$ cat src/rtl/irq_tmr_pkg.sv
package irq_tmr_pkg;
  typedef enum logic {
    SRC_SCANLINE = 1'b0,
    SRC_CYCLE    = 1'b1
  } src_mode_e;
endpackage

$ cat src/rtl/pin_sync.sv
module pin_sync #(
  parameter int W      = 2,
  parameter int STAGES = 2
) (
  input  logic         clk_i,
  input  logic         rst_ni,
  input  logic [W-1:0] d_i,
  output logic [W-1:0] q_o
);
  logic [W-1:0] stg_q [STAGES];

  always_ff @(posedge clk_i or negedge rst_ni) begin
    if (!rst_ni) begin
      for (int k = 0; k < STAGES; k++) stg_q[k] <= '0;
    end else begin
      stg_q[0] <= d_i;
      for (int k = 1; k < STAGES; k++) stg_q[k] <= stg_q[k-1];
    end
  end

  assign q_o = stg_q[STAGES-1];
endmodule

$ cat src/rtl/clk_source.sv
module clk_source
  import irq_tmr_pkg::*;
#(
  parameter int PRESC_DIV  = 4,
  parameter int FILT_LIMIT = 16
) (
  input  logic clk_i,
  input  logic rst_ni,
  input  logic m2_s_i,
  input  logic a12_s_i,
  input  logic wr_reload_i,
  input  logic mode_d_i,
  output logic fall_o,
  output logic tick_o
);
  localparam int PW = (PRESC_DIV > 1) ? $clog2(PRESC_DIV) : 1;
  localparam int FW = $clog2(FILT_LIMIT + 2);
  localparam logic [PW-1:0] PRESC_LAST = PW'(PRESC_DIV - 1);
  localparam logic [FW-1:0] FILT_FULL  = FW'(FILT_LIMIT);
  localparam logic [FW-1:0] FILT_ARM   = FW'(FILT_LIMIT + 1);

  src_mode_e       mode_q;
  logic            m2_prev_q;
  logic [PW-1:0]   presc_q;
  logic [FW-1:0]   filt_q;
  logic            tick_cyc, tick_scan;

  assign fall_o    = m2_prev_q & ~m2_s_i;
  assign tick_cyc  = fall_o && (presc_q == PRESC_LAST);
  assign tick_scan = fall_o && a12_s_i && (filt_q == FILT_FULL);
  // a reload write restarts the source, so no clock in that cycle
  assign tick_o    = !wr_reload_i && ((mode_q == SRC_CYCLE) ? tick_cyc : tick_scan);

  always_ff @(posedge clk_i or negedge rst_ni) begin
    if (!rst_ni) begin
      mode_q    <= SRC_SCANLINE;
      m2_prev_q <= 1'b0;
      presc_q   <= '0;
      filt_q    <= '0;
    end else begin
      m2_prev_q <= m2_s_i;
      if (wr_reload_i) begin
        mode_q  <= src_mode_e'(mode_d_i);
        presc_q <= '0;
        filt_q  <= FILT_ARM;
      end else if (fall_o) begin
        presc_q <= (presc_q == PRESC_LAST) ? '0 : presc_q + PW'(1);
        if (a12_s_i)                filt_q <= '0;
        else if (filt_q < FILT_FULL) filt_q <= filt_q + FW'(1);
      end
    end
  end

  a_r2_presc_clear: assert property (@(posedge clk_i) disable iff (!rst_ni)
    wr_reload_i |=> presc_q == '0);
  a_r7_filter_arm: assert property (@(posedge clk_i) disable iff (!rst_ni)
    wr_reload_i |=> filt_q == FILT_ARM);
  a_r6_filter_bound: assert property (@(posedge clk_i) disable iff (!rst_ni)
    filt_q <= FILT_ARM);
  a_r6_high_clears: assert property (@(posedge clk_i) disable iff (!rst_ni)
    fall_o && a12_s_i && !wr_reload_i |=> filt_q == '0);
endmodule

$ cat src/rtl/irq_core.sv
module irq_core #(
  parameter int CNT_W     = 8,
  parameter int IRQ_DELAY = 4
) (
  input  logic             clk_i,
  input  logic             rst_ni,
  input  logic             tick_i,
  input  logic             fall_i,
  input  logic             wr_latch_i,
  input  logic             wr_reload_i,
  input  logic             wr_disable_i,
  input  logic             wr_enable_i,
  input  logic [CNT_W-1:0] data_i,
  output logic             irq_o
);
  localparam int DW = $clog2(IRQ_DELAY + 1);
  localparam logic [DW-1:0] DLY_LOAD = DW'(IRQ_DELAY);

  logic [CNT_W-1:0] latch_q, cnt_q, base, cnt_next;
  logic             pend_q, en_q, irq_q, zero_hit;
  logic [DW-1:0]    dly_q;

  always_comb begin
    if (pend_q)              base = (latch_q != '0) ? (latch_q | CNT_W'(1)) : '0;
    else if (cnt_q == '0)    base = latch_q;
    else                     base = cnt_q;
    cnt_next = base - CNT_W'(1);
  end

  assign zero_hit = tick_i && (cnt_next == '0) && en_q;

  always_ff @(posedge clk_i or negedge rst_ni) begin
    if (!rst_ni) begin
      latch_q <= '0;
      cnt_q   <= '0;
      pend_q  <= 1'b0;
      en_q    <= 1'b0;
      irq_q   <= 1'b0;
      dly_q   <= '0;
    end else begin
      if (wr_latch_i)       latch_q <= data_i;
      if (wr_reload_i)      pend_q  <= 1'b1;
      else if (tick_i)      pend_q  <= 1'b0;
      if (tick_i)           cnt_q   <= cnt_next;
      if (wr_disable_i)     en_q    <= 1'b0;
      else if (wr_enable_i) en_q    <= 1'b1;
      if (wr_disable_i) begin
        irq_q <= 1'b0;
        dly_q <= '0;
      end else begin
        if (fall_i && dly_q == DW'(1)) irq_q <= 1'b1;
        if (zero_hit)                    dly_q <= DLY_LOAD;
        else if (fall_i && dly_q != '0)  dly_q <= dly_q - DW'(1);
      end
    end
  end

  assign irq_o = irq_q;

  a_r8_disable_clears: assert property (@(posedge clk_i) disable iff (!rst_ni)
    wr_disable_i |=> !irq_q && !en_q && dly_q == '0);
  a_r9_request_held: assert property (@(posedge clk_i) disable iff (!rst_ni)
    irq_q && !wr_disable_i |=> irq_q);
  a_r5_rise_after_delay: assert property (@(posedge clk_i) disable iff (!rst_ni)
    $rose(irq_q) |-> $past(dly_q) == DW'(1) && $past(fall_i));
  a_r3_pending_reload: assert property (@(posedge clk_i) disable iff (!rst_ni)
    tick_i && pend_q && latch_q != '0 |=> cnt_q == ($past(latch_q) | CNT_W'(1)) - CNT_W'(1));
  a_r4_zero_reload: assert property (@(posedge clk_i) disable iff (!rst_ni)
    tick_i && !pend_q && cnt_q == '0 |=> cnt_q == $past(latch_q) - CNT_W'(1));
endmodule

$ cat src/rtl/irq_line_timer.sv
module irq_line_timer #(
  parameter int CNT_W       = 8,
  parameter int PRESC_DIV   = 4,
  parameter int FILT_LIMIT  = 16,
  parameter int IRQ_DELAY   = 4,
  parameter int SYNC_STAGES = 2
) (
  input  logic             clk_i,
  input  logic             rst_ni,
  input  logic             wr_latch_i,
  input  logic             wr_reload_i,
  input  logic             wr_disable_i,
  input  logic             wr_enable_i,
  input  logic [CNT_W-1:0] wr_data_i,
  input  logic             m2_i,
  input  logic             a12_i,
  output logic             irq_no
);
  logic [1:0] pins_s;
  logic       fall, tick, irq;

  // both pins share one chain so A12 stays aligned with M2
  pin_sync #(.W(2), .STAGES(SYNC_STAGES)) u_sync (
    .clk_i, .rst_ni, .d_i({a12_i, m2_i}), .q_o(pins_s)
  );

  clk_source #(.PRESC_DIV(PRESC_DIV), .FILT_LIMIT(FILT_LIMIT)) u_src (
    .clk_i, .rst_ni,
    .m2_s_i(pins_s[0]), .a12_s_i(pins_s[1]),
    .wr_reload_i, .mode_d_i(wr_data_i[0]),
    .fall_o(fall), .tick_o(tick)
  );

  irq_core #(.CNT_W(CNT_W), .IRQ_DELAY(IRQ_DELAY)) u_core (
    .clk_i, .rst_ni, .tick_i(tick), .fall_i(fall),
    .wr_latch_i, .wr_reload_i, .wr_disable_i, .wr_enable_i,
    .data_i(wr_data_i), .irq_o(irq)
  );

  always_ff @(posedge clk_i or negedge rst_ni) begin
    if (!rst_ni) irq_no <= 1'b1;
    else         irq_no <= ~irq;
  end
endmodule

$ cat config.mk
export PLATFORM = sky130hd
export DESIGN_NAME = irq_line_timer
export DESIGN_NICKNAME = d
export VERILOG_FILES = /design/src/rtl/irq_tmr_pkg.sv /design/src/rtl/pin_sync.sv /design/src/rtl/clk_source.sv /design/src/rtl/irq_core.sv /design/src/rtl/irq_line_timer.sv
export SDC_FILE = /design/constraint.sdc
export NUM_CORES = 1
export LEC_CHECK = 0
export BUFFER_PORTS_ARGS = -buffer_cell sky130_fd_sc_hd__buf_2
export CAP_MARGIN = 20
export CORE_MARGIN = 3
export CORE_UTILIZATION = 53
export DETAILED_ROUTE_END_ITERATION = 7
export HOLD_SLACK_MARGIN = 0.03
export PLACE_DENSITY = 0.74
export SLEW_MARGIN = 10
export SYNTH_ARGS = -nofsm -noshare
export SYNTH_HDL_FRONTEND = slang
export SYNTH_SLANG_ARGS = --single-unit
$ cat constraint.sdc
create_clock -name clk_i -period 2.3 [get_ports clk_i]
set_input_delay 0.345 -clock clk_i [delete_from_list [all_inputs] [get_ports clk_i]]
set_output_delay 0.345 -clock clk_i [all_outputs]
set_load 0.01 [all_outputs]
==> qor.csv, run 1 <==
metric;value;unit
outcome;finished, violations left;
failing checks;setup timing;
Post-route DRC;0;
Mapped Cells;200;
RR Endpoint;u_core.dly_q[2]$_DFFE_PN0P_;
DIE AREA;4670;um2
EDFF count, synth;0;
#FFs+latches synth;36;
Worst-path clk slew;0.07;ns
GR Util All Layers;21.4;%
Max Clock Skew;0.00372;ns
dpl ws;-0.0325;ns
CP Capture Type;flip-flop;
Synth Flop Type;dfrtp_1;
r2r setup slk;-0.01;ns
Max Cap Viol;0;
clk buf depth;2;
syn_nets;224;
clk sinks;36;
Hold WC Path Type;in2async;
wire per inst;16.6;um
Buffers on Ports;16;
critical path arrival;2.53;ns
Worst Max-Slew Pin Slew;0.804;ns
fin. max-slew vios;0;
Final GP Congestion;0.899;
reg2reg start;u_core.cnt_q[2]$_DFFE_PN0P_;
Critical Path Start Type;flip-flop;
Die H;68.3;um
total core area;3720;um2
RSZ-0062 raised after global routing;yes;
I/O pin count;17;
number of diodes;0;
Skew-Pair Late Insertion Delay;0.28;ns
Final WS setup;-0.0108;ns
final wirelength;4.69;mm
Detailed Routing Iterations Pass 1;5;
Crit path required time;2.52;ns
reg2reg path depth;9;
PwrDens;654;nW/um2
Layout area overhead;21.0;%
largest net degree at the start of global routing;37;
Crit Path Category;reg2reg;
first-pass GRT wire length;7.42;mm
HPWL after detailed placement;3.29;mm
crit path max fanout;5;
final net count;258;
sequential area share after synthesis;43.8;%
Rows;22;
final period utilization;100;%
Starting Density;55.4;%
Max transition margin;46.4;%
Die Span X;68.3;um
Vias;1631;
Syn Std Cell Area;2060;um2
CTS Buf Count;5;
CTS tree;built;
Avg Cell Area, Syn;10.3;um2
Synth warnings;0;
initial antenna violation count;0;
ys async rst share;100;%
grt ovf;0;
H-tree Lvls;2;
Final Hold Vio Count;0;
vias in the first global route;1587;
dpl cell area;2250;um2
Yosys cell types;57;
ANT nets after route;0;
CTS Hold Buffers Added;0;
leakage power;1.04;nW
fraction of layout cells with a size suffix above 1;32.3;%
worst vdd rail ir drop;552;uV
design area;2490;um2
min Tclk post-route;2.31;ns
DR vias/cell;5.76;
Fmax;433;MHz
clock root buffer master;clkbuf_8;
Final Setup Violations;1;
Initial DRC Count;60;
[layout by cell type, fill, tap and decap left out, types with 3 or more instances in the layout]
cell and n:
xnor2_1 4, xor2_1 3, nand2_1 17, dfrtp_2 3, nor2_1 15, o21ai_0 13, dfrtp_1 32, mux2_2 7
nand3_1 4, clkbuf_8 7, a21oi_1 13, inv_1 10, nor3_1 3, ha_1 8, buf_2 16, buf_4 16
[where the power goes]
part,internal (W),switching (W)
logic,0.000127,0.000154
clock network,0.000382,0.000220
registers,0.000681,0.0000653
[stage by stage]
stage / hold slack [ns] / std cells / util (%) / total power [W] / TNS, ns
finish: 0.143 / 283 / 67.1 / 0.00163 / -0.0108
global route: 0.162 / 283 / 67.1 / 0.00170 / -0.154
CTS: 0.162 / 279 / 64.8 / 0.00162 / 0
detailed placement: 0.339 / 269 / 60.7 / 0.00100 / -0.0717
global placement: 0.332 / 269 / 60.7 / 0.000990 / 0
floorplan: 0.0494 / 200 / - / 0.000898 / 0
[area by class of cell]
class	instances	area, um2
Fill cell	286	1220
Tap cell	48	60.1
Sequential cell	36	906
Clock buffer	7	96.3
Inverter	11	41.3
Timing Repair Buffer	34	223
Multi-Input combinational cell	146	1140
Clock inverter	1	30.0
[sequential cells by signal (all words and copies together), names as in the netlist]
signal,flops
irq_no,1
u_core.cnt_q,8
u_core.dly_q,3
u_core.en_q,1
u_core.irq_o,1
u_core.latch_q,8
u_core.pend_q,1
u_src.filt_q,5
u_src.m2_prev_q,1
u_src.mode_q,1
u_src.presc_q,2
u_sync.q_o,2
u_sync.stg_q,2
[worst max-delay path, cell delays in order, from the launching register on]
cell	delay (ns)
dfrtp_1	0.44
buf_4	0.19
nor3_1	0.20
a21oi_1	0.11
a2bb2oi_2	0.16
ha_1	0.24
nor2_1	0.15
a41oi_2	0.20
a2111oi_4	0.40
o2bb2ai_1	0.14
[logic make-up (layout without fill, tap and decap cells)]
| family | count (synthesis) | in the layout | share of synthesized area (%) |
|---|---|---|---|
| adders and majority gates | 8 | 8 | 4.86 |
| buffers and inverters | 18 | 53 | 3.71 |
| AOI/OAI and AO/OA | 55 | 55 | 20.2 |
| muxes | 11 | 11 | 6.08 |
| DFF | 36 | 36 | 43.8 |
| xor gates and xnor gates | 7 | 7 | 2.98 |
| and+or+nand+nor | 65 | 65 | 18.4 |
[worst max path at each step]
stage | endpoint | depth (start not counted) | from | slack, ns
after floorplan | u_core.dly_q[2]$_DFFE_PN0P_ | 9 | u_core.cnt_q[6]$_DFFE_PN0P_ | 0.005
after global placement | u_core.dly_q[1]$_DFFE_PN0P_ | 10 | u_core.cnt_q[0]$_DFFE_PN0P_ | 0.06
after detailed placement | u_core.dly_q[1]$_DFFE_PN0P_ | 10 | u_core.cnt_q[2]$_DFFE_PN0P_ | -0.03
after CTS | u_core.dly_q[2]$_DFFE_PN0P_ | 10 | u_core.cnt_q[0]$_DFFE_PN0P_ | 0.03
after global routing | u_core.dly_q[2]$_DFFE_PN0P_ | 9 | u_core.cnt_q[2]$_DFFE_PN0P_ | -0.10
final | u_core.dly_q[2]$_DFFE_PN0P_ | 9 | u_core.cnt_q[2]$_DFFE_PN0P_ | -0.01
[cell usage after synthesis (all sizes together), types with 3 or more instances]
library cell   n  share of area, %
dfrtp         35                43
o21ai         18               5.6
nand2         17               3.1
a21oi         15               3.8
nor2          15               2.7
inv           11               2.0
mux2           9               5.1
ha             8               4.9
clkbuf         4              0.73
nand3          4              0.97
nor3           4              0.97
nor4           4               2.7
xnor2          4               1.7
a211o          3               1.3
a31oi          3               1.5
a41oi          3               1.6
buf            3              0.97
or3            3              0.91
or4            3               1.3
xor2           3               1.3
[per-layer routing]
metal  global-route usage (%)  part of all wire, %
met1                     25.4                   44
met2                     36.9                   52
met3                     5.75                  2.9
met4                     7.94                 0.81
met5                        0                    0
[what timing repair did]
| item | 4_1_cts | 5_1_grt |
|---|---|---|
| setup endpoints to repair | 3 | 3 |
| gates cloned | 0 | 0 |
| pin swaps | 2 | 5 |
| buffers inserted | 2 | 4 |
| gates resized for setup | 2 | 12 |
Power figures use the tool's default switching activity.
==> inputs of run 2 (changes only) <==
- CELL_PAD_IN_SITES_DETAIL_PLACEMENT: default -> 1
- CELL_PAD_IN_SITES_GLOBAL_PLACEMENT: default -> 2
- CORE_UTILIZATION: 53 -> 35
==> run 2 against run 1 <==
The flow now finishes without violations. Non-clock buffer count is 9 higher. Flip-flop and latch count stayed put. Count of clock-buffer cells in the layout is 2 lower. Clock skew is 0.0036 ns higher.
==> qor.csv, run 2 (synthesis results as in run 1) <==
metric;value;unit;change
outcome;finished, final reports clean;;was finished, violations left
CTS tree;built;;unchanged
Gate power share;20.1;%;was 17.2%
critical path arrival;2.48;ns;was 2.53 ns
HPWL after detailed placement;3.94;mm;was 3.29 mm
final period utilization;98.9;%;was 100%
Crit Path Category;reg2reg;;unchanged
Final Setup Violations;0;;was 1
leakage power;1.08;nW;was 1.04 nW
Critical Path Start Type;flip-flop;;unchanged
H-tree Lvls;2;;unchanged
Worst Max-Slew Pin Slew;0.849;ns;was 0.804 ns
DR vias/cell;5.39;;was 5.76
clock power share;34.3;%;was 36.9%
clock root buffer master;clkbuf_8;;unchanged
dpl cell area;2330;um2;was 2250 um2
reg2reg start;u_core.pend_q$_DFFE_PN0P_;;was u_core.cnt_q[2]$_DFFE_PN0P_
sequential share of power;45.6;%;was 45.8%
fraction of layout cells with a size suffix above 1;37.7;%;was 32.3%
Skew-Pair Late Insertion Delay;0.29;ns;was 0.28 ns
clk buf depth;2;;unchanged
Layout area overhead;28.8;%;was 21.0%
clk sinks;36;;unchanged
wire per inst;17.4;um;was 16.6 um
Die H;82.7;um;was 68.3 um
min Tclk post-route;2.28;ns;was 2.31 ns
RSZ-0062 raised after global routing;yes;;unchanged
Detailed Routing Iterations Pass 1;4;;was 5
Die Span X;82.7;um;was 68.3 um
worst vdd rail ir drop;244;uV;was 552 uV
fin. max-slew vios;0;;unchanged
Worst-path clk slew;0.07;ns;about the same
Final GP Congestion;0.768;;was 0.899
Buffers on Ports;16;;unchanged
sw frac;29.3;%;was 26.9%
crit path max fanout;13;;was 5
CP Capture Type;flip-flop;;unchanged
Max transition margin;43.4;%;was 46.4%
PwrDens;615;nW/um2;was 654 nW/um2
Hold WC Path Type;in2async;;unchanged
final wirelength;5.51;mm;was 4.69 mm
final net count;267;;was 258
reg2reg path depth;7;;was 9
Hold WS;0.156;ns;was 0.143 ns
commonest non-fill, non-tap cell in the layout;dfrtp_1;;unchanged
number of diodes;0;;unchanged
ANT nets after route;0;;unchanged
Final Hold Vio Count;0;;unchanged
design area;2650;um2;was 2490 um2
CTS Buf Count;5;;unchanged
Critical Path Start;u_core.pend_q$_DFFE_PN0P_;;was u_core.cnt_q[2]$_DFFE_PN0P_
Vias;1702;;was 1631
switching power;0.000478;W;was 0.000439 W
Post-route DRC;0;;unchanged
CTS Hold Buffers Added;0;;unchanged
Initial DRC Count;56;;was 60
first-pass GRT wire length;8.98;mm;was 7.42 mm
Top Registers;u_core.cnt_q (8), u_core.latch_q (8), u_src.filt_q (5);;unchanged
Crit path required time;2.51;ns;was 2.52 ns
Rows;27;;was 22
vias in the first global route;1831;;was 1587
Max Clock Skew;0.00728;ns;was 0.00372 ns
Int Power;0.00115;W;was 0.00119 W
GR Util All Layers;17.6;%;was 21.4%
DIE AREA;6840;um2;was 4670 um2
total core area;5610;um2;was 3720 um2
I/O pin count;17;;unchanged
grt ovf;0;;unchanged
largest net degree at the start of global routing;37;;unchanged
initial antenna violation count;0;;unchanged
Starting Density;36.7;%;was 55.4%
Fmax;440;MHz;was 433 MHz
Max Cap Viol;0;;unchanged
commonest non-fill, non-tap cells in the layout;dfrtp_1 (32), buf_4 (25), nand2_1 (17), buf_2 (16), nor2_1 (15);;was dfrtp_1 (32), nand2_1 (17), buf_2 (16), buf_4 (16), nor2_1 (15)
## run 2: routing by layer
layer | part of all wire (%) | vias up | global-route usage (%)
li1 | - | 816 | -
met1 | 45 | 842 | 21.6
met2 | 50 | 32 | 30.4
met3 | 2.7 | 12 | 3.69
met4 | 2.2 | 0 | 5.72
met5 | 0 | - | 0
## run 2: power groups by stage
| stage | Sequential [W] | Combinational, W | Clock (W) |
|---|---|---|---|
| global placement | 0.000745 | 0.000258 | 0 |
| finish | 0.000744 | 0.000329 | 0.000559 |
| floorplan | 0.000745 | 0.000153 | 0 |
| detailed placement | 0.000750 | 0.000272 | 0 |
| global route | 0.000751 | 0.000364 | 0.000600 |
| CTS | 0.000739 | 0.000285 | 0.000584 |
## run 2: what timing repair did
item                                    CTS  global route
pin swaps                                 1             8
endpoints found under the setup margin    3             3
buffers inserted                          0            11
resized for setup                         6            18
## run 2: path summary, 6_finish.rpt
| kind | end | slack, ns |
|---|---|---|
| worst min register to register | u_sync.q_o[0]$_DFF_PN0_ | 0.35 |
| max in group asynchronous | u_core.latch_q[2]$_DFFE_PN0P_ | 1.54 |
| worst max-delay path | u_core.dly_q[2]$_DFFE_PN0P_ | 0.02 |
| min in group clk_i | u_sync.stg_q[2]$_DFF_PN0_ | 0.16 |
| worst min-delay path | u_src.filt_q[1]$_DFFE_PN0P_ | 0.16 |
| worst max register to register | u_core.dly_q[2]$_DFFE_PN0P_ | 0.02 |
## run 2: area by class of cell
class | count | area, um2
clock buffers | 5 | 68.8
clock inverters | 3 | 42.5
fillers | 640 | 2960
inverters | 11 | 41.3
multi-input cells | 146 | 1200
flip-flops and latches | 36 | 906
well taps | 72 | 90.1
repair buffers | 43 | 299
## run 2: worst max-delay path, stage by stage, from the launching register on
cell,delay [ns]
dfrtp_1,0.41
buf_12,0.16
mux2_1,0.35
a31oi_4,0.27
nand2_1,0.10
a211o_1,0.36
a2111oi_4,0.38
o2bb2ai_1,0.16
## run 2: metrics by stage
step           utilization (%)  TNS, ns  worst slack [ns]  power, W  instances
6_report                  47.3        0            0.0249   0.00163        316
5_1_grt                   47.3   -0.144           -0.0736   0.00172        316
4_1_cts                   44.2        0            0.0316   0.00161        305
3_5_place_dp              41.5  -0.0837           -0.0463   0.00102        297
3_3_place_gp              41.5        0             0.111   0.00100        297
2_1_floorplan                -        0           0.00534  0.000898        200
